**config.mk**
```make
export PLATFORM = sky130hd
export DESIGN_NAME = lock_detector
export DESIGN_NICKNAME = d
export VERILOG_FILES = /design/src/rtl/lockdet_pkg.sv /design/src/rtl/lockdet_datapath.sv /design/src/rtl/lockdet_control.sv /design/src/rtl/lock_detector.sv
export SDC_FILE = /design/constraint.sdc
export NUM_CORES = 1
export LEC_CHECK = 0
export BUFFER_PORTS_ARGS = -buffer_cell sky130_fd_sc_hd__buf_2
export CAP_MARGIN = 30
export CORE_MARGIN = 2
export CORE_UTILIZATION = 30
export DETAILED_ROUTE_END_ITERATION = 7
export MAX_ROUTING_LAYER = met4
export PLACE_DENSITY_LB_ADDON = 0.08
export SYNTH_ARGS = -nofsm -noshare
export SYNTH_HDL_FRONTEND = slang
export SYNTH_SLANG_ARGS = --single-unit
```
**constraint.sdc**
```tcl
create_clock -name clk -period 6.95 [get_ports clk]
set_input_delay 2.085 -clock clk [delete_from_list [all_inputs] [get_ports clk]]
set_output_delay 2.085 -clock clk [all_outputs]
set_load 0.02 [all_outputs]
```
**src/rtl/lockdet_pkg.sv**
```systemverilog
package lockdet_pkg;

  typedef enum logic {
    ST_HUNT = 1'b0,
    ST_HELD = 1'b1
  } lockState_t;

  // strobes from the control to the datapath
  typedef struct packed {
    logic runInc;
    logic runClr;
    logic widthClr;
  } ldStrobe_t;

endpackage

```
**src/rtl/lockdet_datapath.sv**
```systemverilog
module lockdet_datapath
  import lockdet_pkg::*;
#(
  parameter int ENTRY_LIMIT = 3,
  parameter int EXIT_LIMIT  = 6,
  parameter int RUN_SHORT   = 3,
  parameter int RUN_LONG    = 5
) (
  input  logic      clk,
  input  logic      rstN,
  input  logic      pumpUp,
  input  logic      pumpDn,
  input  logic      precisionSel,
  input  ldStrobe_t strobes,
  output logic      errSmall,
  output logic      errLarge,
  output logic      goalNext
);

  localparam int WIDTH_SAT = EXIT_LIMIT + 1;
  localparam int W_W       = $clog2(WIDTH_SAT + 1);
  localparam int ERR_W     = W_W + 1;
  localparam int RUN_MAX   = (RUN_LONG > RUN_SHORT) ? RUN_LONG : RUN_SHORT;
  localparam int RUN_W     = $clog2(RUN_MAX + 1);

  localparam logic [W_W-1:0]   SAT_V   = W_W'(WIDTH_SAT);
  localparam logic [ERR_W-1:0] ENTRY_V = ERR_W'(ENTRY_LIMIT);
  localparam logic [ERR_W-1:0] EXIT_V  = ERR_W'(EXIT_LIMIT);

  logic             pumpActive;
  logic [W_W-1:0]   widthCnt;
  logic [ERR_W-1:0] errNow;
  logic [RUN_W-1:0] runCnt;
  logic [RUN_W-1:0] reqCount;
  logic [RUN_W:0]   runPlusOne;

  assign pumpActive = pumpUp | pumpDn;

  // pulse width accumulated over the current comparison window
  always_ff @(posedge clk or negedge rstN) begin
    if (!rstN) begin
      widthCnt <= '0;
    end else if (strobes.widthClr) begin
      widthCnt <= '0;
    end else if (pumpActive && (widthCnt != SAT_V)) begin
      widthCnt <= widthCnt + 1'b1;
    end
  end

  // error including the strobe cycle itself
  assign errNow   = {1'b0, widthCnt} + ERR_W'(pumpActive);
  assign errSmall = errNow < ENTRY_V;
  assign errLarge = errNow > EXIT_V;

  assign reqCount   = precisionSel ? RUN_W'(RUN_LONG) : RUN_W'(RUN_SHORT);
  assign runPlusOne = {1'b0, runCnt} + (RUN_W + 1)'(1);
  assign goalNext   = runPlusOne >= {1'b0, reqCount};

  // consecutive good comparison counter, saturating at the required count
  always_ff @(posedge clk or negedge rstN) begin
    if (!rstN) begin
      runCnt <= '0;
    end else if (strobes.runClr) begin
      runCnt <= '0;
    end else if (strobes.runInc) begin
      if (goalNext) begin
        runCnt <= reqCount;
      end else begin
        runCnt <= runPlusOne[RUN_W-1:0];
      end
    end
  end

endmodule

```
**src/rtl/lockdet_control.sv**
```systemverilog
module lockdet_control
  import lockdet_pkg::*;
(
  input  logic      clk,
  input  logic      rstN,
  input  logic      cmpDone,
  input  logic      tristateEn,
  input  logic      powerDown,
  input  logic      errSmall,
  input  logic      errLarge,
  input  logic      goalNext,
  output ldStrobe_t strobes,
  output logic      lockFlag
);

  lockState_t state, stateNext;
  logic       forceUnlock;

  assign forceUnlock = tristateEn | powerDown;

  always_comb begin
    strobes          = '0;
    strobes.widthClr = cmpDone | forceUnlock;
    stateNext        = state;
    if (forceUnlock) begin
      strobes.runClr = 1'b1;
      stateNext      = ST_HUNT;
    end else if (cmpDone) begin
      unique case (state)
        ST_HUNT: begin
          if (errSmall) begin
            strobes.runInc = 1'b1;
            if (goalNext) stateNext = ST_HELD;
          end else begin
            strobes.runClr = 1'b1;
          end
        end
        ST_HELD: begin
          if (errLarge) begin
            strobes.runClr = 1'b1;
            stateNext      = ST_HUNT;
          end
        end
        default: stateNext = ST_HUNT;
      endcase
    end
  end

  always_ff @(posedge clk or negedge rstN) begin
    if (!rstN) state <= ST_HUNT;
    else       state <= stateNext;
  end

  assign lockFlag = (state == ST_HELD);

endmodule

```
**src/rtl/lock_detector.sv**
```systemverilog
module lock_detector
  import lockdet_pkg::*;
#(
  parameter int ENTRY_LIMIT = 3,
  parameter int EXIT_LIMIT  = 6,
  parameter int RUN_SHORT   = 3,
  parameter int RUN_LONG    = 5
) (
  input  logic clk,
  input  logic rstN,
  input  logic pumpUp,
  input  logic pumpDn,
  input  logic cmpDone,
  input  logic precisionSel,
  input  logic tristateEn,
  input  logic powerDown,
  output logic lockFlag
);

  ldStrobe_t strobes;
  logic      errSmall;
  logic      errLarge;
  logic      goalNext;

  lockdet_datapath #(
    .ENTRY_LIMIT(ENTRY_LIMIT),
    .EXIT_LIMIT (EXIT_LIMIT),
    .RUN_SHORT  (RUN_SHORT),
    .RUN_LONG   (RUN_LONG)
  ) u_datapath (
    .clk         (clk),
    .rstN        (rstN),
    .pumpUp      (pumpUp),
    .pumpDn      (pumpDn),
    .precisionSel(precisionSel),
    .strobes     (strobes),
    .errSmall    (errSmall),
    .errLarge    (errLarge),
    .goalNext    (goalNext)
  );

  lockdet_control u_control (
    .clk       (clk),
    .rstN      (rstN),
    .cmpDone   (cmpDone),
    .tristateEn(tristateEn),
    .powerDown (powerDown),
    .errSmall  (errSmall),
    .errLarge  (errLarge),
    .goalNext  (goalNext),
    .strobes   (strobes),
    .lockFlag  (lockFlag)
  );

endmodule

```
# Word-level counts from Yosys, hierarchy flattened
# Cells that the tools add are included.
[totals]
regBits = 7
input_bits = 8
out_inout_bits = 1
[classes]
muxes = 20
n_addsub = 3
eq_ne = 1
order_cmp = 3
reduce_logical = 4
bitwise = 4
[op_table]
columns = ["operator", "n"]
rows = [
  ["$mux 3", 6],
  ["$mux 1", 11],
  ["$reduce_bool 2->1", 3],
  ["$add 3x1->4", 1],
  ["$add 3x1->4 const B", 1],
  ["$ge 4x3->1", 1],
  ["$gt 4x3->1 const B", 1],
  ["$lt 4x2->1 const B", 1],
  ["$pmux 1 s2", 2],
  ["$add 3x1->3 const B", 1],
  ["$ne 3x3->1 const B", 1],
  ["$or 1x1->1", 3],
  ["$mux 2", 1],
  ["$logic_and 1x1->1", 1],
  ["$not 1->1", 1],
]

# Logic depth before layout (Yosys ltp)
[depth]
depth_word = 9
mapped_depth = 8
mapped_depth_nobuf = 8

# Modules after synthesis
# Synthesis repeated with hierarchy kept, for this count alone.
[unflattened]
cells_unflattened = 62
hier_area_um2 = 618.1
[by_module_without_submodules]
columns = ["mod", "cells_per_inst", "area_per_inst_um2", "seq_area_each_um2", "n_inst"]
rows = [
  ["lockdet_datapath", 53, 516.7, 150.1, 1],
  ["lockdet_control", 9, 101.3, 25.0, 1],
]

# Least setup slack after synthesis
# No wires, ideal clock.
[synth_path]
path_kind = "input to register"
from = "input port pumpDn"
to = "register u_datapath.runCnt[2]"
setup_time_ns = 0.082
path_slack_ns = 3.200
stages = 7
arrival_ns = 3.668
cell_sequence = "or2_2 ha_1 ha_1 xnor2_1 nand2_1 or4_1 a31oi_1"
[synth_via]
elab_chain_cells = 8
[synth_lines]
columns = ["element", "line", "text"]
rows = [
  ["start, declared", "lock_detector.sv:12", "input logic pumpDn,"],
  ["$or 1x1->1 (*)", "lockdet_datapath.sv:37", "assign pumpActive = pumpUp | pumpDn;"],
  ["$add 3x1->4 (*)", "lockdet_datapath.sv:51", "assign errNow = {1'b0, widthCnt} + ERR_W'(pumpActive);"],
  ["$gt 4x3->1 / $lt 4x2->1 (equally long branches)", "lockdet_datapath.sv:53, lockdet_datapath.sv:52", ""],
  ["$mux 1, on equally long branches", "lockdet_control.sv:39, lockdet_control.sv:31", ""],
  ["$pmux 1 s2 / $mux 1 (equally long branches)", "lockdet_control.sv:29", "unique case (state)"],
  ["$mux 2 (*)", "lockdet_control.sv:28", "end else if (cmpDone) begin"],
  ["$mux 1", "lockdet_control.sv:25", "if (forceUnlock) begin"],
  ["$mux 3 / $reduce_bool 2->1 (equally long branches)", "-", ""],
  ["end signal, assigned", "lockdet_datapath.sv:67", "runCnt <= reqCount;"],
  ["end signal, assigned", "lockdet_datapath.sv:69", "runCnt <= runPlusOne[RUN_W-1:0];"],
  ["end, declared", "lockdet_datapath.sv:33", "logic [RUN_W-1:0] runCnt;"],
]
# Mark *: on every way between the ends. The rest lies on a longest branch, timed or not.
# A chain may end at the register's enable or synchronous reset.

# Final worst setup path
# Ends and elaborated chain as after synthesis.

==> results.py <==
metrics = {
    "run_status": {
        "status": "finished, final reports clean",
    },
    "critical_path": {
        "critical_path_peak_fanout": 4,
        "reg2reg_depth": 7,
        "rrSetupSlack_ns": 4.59,
        "slowest_stage": "or4_1",
        "cp_cell_sequence": "buf_2, or2_2, ha_1, ha_1, xnor2_1, nand2_1, or4_1, a31oi_1",
        "cp.arrival_ns": 3.93,
        "critical_path.most_common_cell": "ha_1",
        "critPathKind": "input port to flip-flop",
        "critPathLaunchType": "input port",
        "required_ns": 7.11,
        "crit_path_max_incr_delay_ns": 0.53,
        "r2r_end": "u_datapath.runCnt[2]$_DFFE_PN0P_",
        "crit_path_end_kind": "flip-flop",
        "r2r-start": "u_datapath.runCnt[0]$_DFFE_PN0P_",
    },
    "synthesis": {
        "syn_nets": 70,
        "yosys_warnings": 0,
        "yosys.area_share.adder": 0.141,
        "synth_area_sq_um": 532,
        "synth-xor-area-share": 0.0494,
        "synth_compound_area_frac": 0.176,
        "synth_area_per_cell_sq_um": 9.50,
        "synth-simple-area-share": 0.233,
        "synth-seq-cells": 7,
        "yosysUniqueCellTypes": 27,
        "synth_seq_area_share": 0.329,
        "syn-instance-count": 56,
        "synth_top_family_by_area": "simple AND/OR/NAND/NOR gates",
        "synth.mux.area_fraction": 0.0565,
    },
    "clock_tree": {
        "clk_root_buffer_cell": "clkbuf_4",
        "cts_tree": "done",
        "ctsResizeCount": 0,
        "cts_setup_buffers": 0,
        "cts_hold_buffers": 0,
        "worstSkewPairLatency_ns": 0.25,
        "cts_sinks": 7,
        "path_clk_slew_ns": 0.05,
        "clockBufferDepth": 2,
        "htree_levels": 1,
        "numCtsBuffers": 3,
    },
    "grt": {
        "grt-ovfl-total": 0,
        "use_met3": 0.0235,
        "track_usage": 0.131,
        "grt_max_degree": 8,
        "grt.busiest_layer": "met1",
        "grt_pass1_vias": 454,
        "antenna_found_initial": 0,
        "use_met2": 0.178,
        "use_met1": 0.184,
        "grt_pass1_wl_um": 1920,
    },
    "drt": {
        "first_iter_violations": 5,
        "first_pass_iters": 4,
        "via_count": 441,
        "drt-vias-per-instance": 5.19,
        "wirelength_um": 1040,
        "routedWlPerCell_um": 12.2,
        "route.detailed.drc": 0,
        "ant_nets": 0,
    },
    "floorplanning": {
        "chipHeight_um": 46.1,
        "fp-row-count": 15,
        "start_util": 0.315,
        "io_pins": 9,
        "fp.coreArea_sq_um": 1690,
        "dieWidth_um": 46.1,
        "die_area_sq_um": 2130,
    },
    "placed_design": {
        "hpwl_um": 810,
        "dpl.cell_count": 81,
        "portBuffers": 8,
        "dpl_cell_area_sq_um": 593,
        "place.gp.congestion": 0.701,
    },
    "timing": {
        "max_slew.worst_pin.slew_ns": 0.288,
        "fin_setup_tns_ns": 0,
        "clock_skew_ns": 0.00501,
        "drv_slew": 0,
        "setup_violations": 0,
        "timing_hold_violations_final": 0,
        "slew-limit-headroom": 0.807,
        "rsz0062_at_grt": "no",
        "whs_ns": 0.603,
        "fmax_ghz": 0.265,
        "layout_min_cycle_time_ns": 3.77,
        "fin_crit_sh": 0.542,
    },
    "min_path": {
        "min_from": "u_datapath.widthCnt[0]$_DFFE_PN0P_",
        "min_to": "u_datapath.widthCnt[0]$_DFFE_PN0P_",
        "min_path_type": "flip-flop to flip-flop",
        "hold_path_depth": 2,
    },
    "power": {
        "finalPower_uw": 99.1,
        "peakVddDrop_mv": 0.0731,
        "powerDensity_nw_per_um2": 160,
        "p_leak_uw": 0.000325,
    },
    "finish": {
        "area_growth_pct": 16.5,
        "diodes": 0,
        "fin_area_sq_um": 619,
        "final_nets": 83,
        "fillers": 181,
        "instances_no_fill": 85,
        "drive_gt1_frac": 0.206,
    },
    "run": {
        "timing.max_cap.violations": 0,
    },
}
## registers in the layout, indices dropped and copies added (netlist names)
signal and cells:
u_datapath.widthCnt 3, u_control.lockFlag 1, u_datapath.runCnt 3
## per-layer routing
layer | vias up | share of wire
li1 | 231 | -
met3 | 0 | 0.012
met4 | 0 | 0
met5 | - | 0
met1 | 206 | 0.57
met2 | 4 | 0.42
## synth_stat cells
library cell	n	area share
a31oi_1	2	0.024
a21oi_1	2	0.019
and3_1	1	0.012
xor2_1	2	0.033
a21bo_2	1	0.019
a211oi_1	1	0.014
a211o_1	1	0.016
nor2_1	8	0.056
or2_2	1	0.012
nand3b_1	1	0.014
o311a_4	1	0.040
nand2_1	3	0.021
dfrtp_1	7	0.33
a21o_1	1	0.014
ha_1	6	0.14
nor3_1	1	0.0094
mux2i_1	3	0.056
a2bb2oi_1	1	0.016
nand2b_1	2	0.024
or3_1	1	0.012
xnor2_1	1	0.016
or4_1	1	0.014
o31ai_1	1	0.014
nand4b_1	1	0.016
nand3_1	2	0.019
nor2b_1	2	0.024
inv_1	2	0.014
## cells by family (layout without fill, tap and decap cells)
group,Yosys count,count (layout)
flops,7,7
xor+xnor,3,3
simple gates,24,24
mux,3,3
compound gates,11,11
buf+inv,2,14
fa+ha+maj,6,6
## power breakdown
group,switching (uW),internal (uW)
Clock,14.5,21.9
Combinational,10.3,8.84
Sequential,1.55,42.1
## cells in the final DEF (no fill, tap or decap), drive strengths merged, types with 2 or more instances in the layout
master / netlist / layout
mux2i: 3 / 3
dfrtp: 7 / 7
inv: 2 / 2
nand3: 2 / 2
ha: 6 / 6
buf: 0 / 8
nor2: 8 / 8
nand2b: 2 / 2
clkbuf: 0 / 4
nand2: 3 / 3
a31oi: 2 / 2
xor2: 2 / 2
a21oi: 2 / 2
nor2b: 2 / 2
## critical path, delay by kind of cell
| family | cells | cell delay [ns] |
|---|---|---|
| compound gates | 1 | 0.19 |
| xor+xnor | 1 | 0.15 |
| fa+ha+maj | 2 | 0.45 |
| buf+inv | 1 | 0.09 |
| simple gates | 3 | 0.96 |
## area by class of cell
type / count / area [sq um] / share of cell area
Multi-Input combinational cell: 47 / 349 / 0.564
Inverter: 2 / 7.51 / 0.0121
Tap cell: 17 / 21.3 / 0.0343
Clock buffer: 4 / 26.3 / 0.0424
Timing Repair Buffer: 8 / 40.0 / 0.0646
Sequential cell: 7 / 175 / 0.283
## through the flow
| step | setup WS (ns) | utilization |
|---|---|---|
| 5_1_grt | 3.05 | 0.367 |
| 4_1_cts | 3.18 | 0.367 |
| 3_3_place_gp | 2.93 | 0.351 |
| 6_report | 3.18 | 0.367 |
| 2_1_floorplan | 3.20 | - |
| 3_5_place_dp | 2.93 | 0.351 |
## worst max-delay path by stage
stage,startpoint,endpoint,slack [ns],cells past startpoint
3_3_place_gp,pumpDn,u_datapath.runCnt[2]$_DFFE_PN0P_,2.93,8
3_5_place_dp,pumpDn,u_datapath.runCnt[2]$_DFFE_PN0P_,2.93,8
2_1_floorplan,pumpDn,u_datapath.runCnt[2]$_DFFE_PN0P_,3.20,7
4_1_cts,pumpDn,u_datapath.runCnt[2]$_DFFE_PN0P_,3.18,8
5_1_grt,pumpDn,u_datapath.runCnt[2]$_DFFE_PN0P_,3.05,8
6_report,pumpDn,u_datapath.runCnt[2]$_DFFE_PN0P_,3.18,8
(Power assumes the default switching activity.)
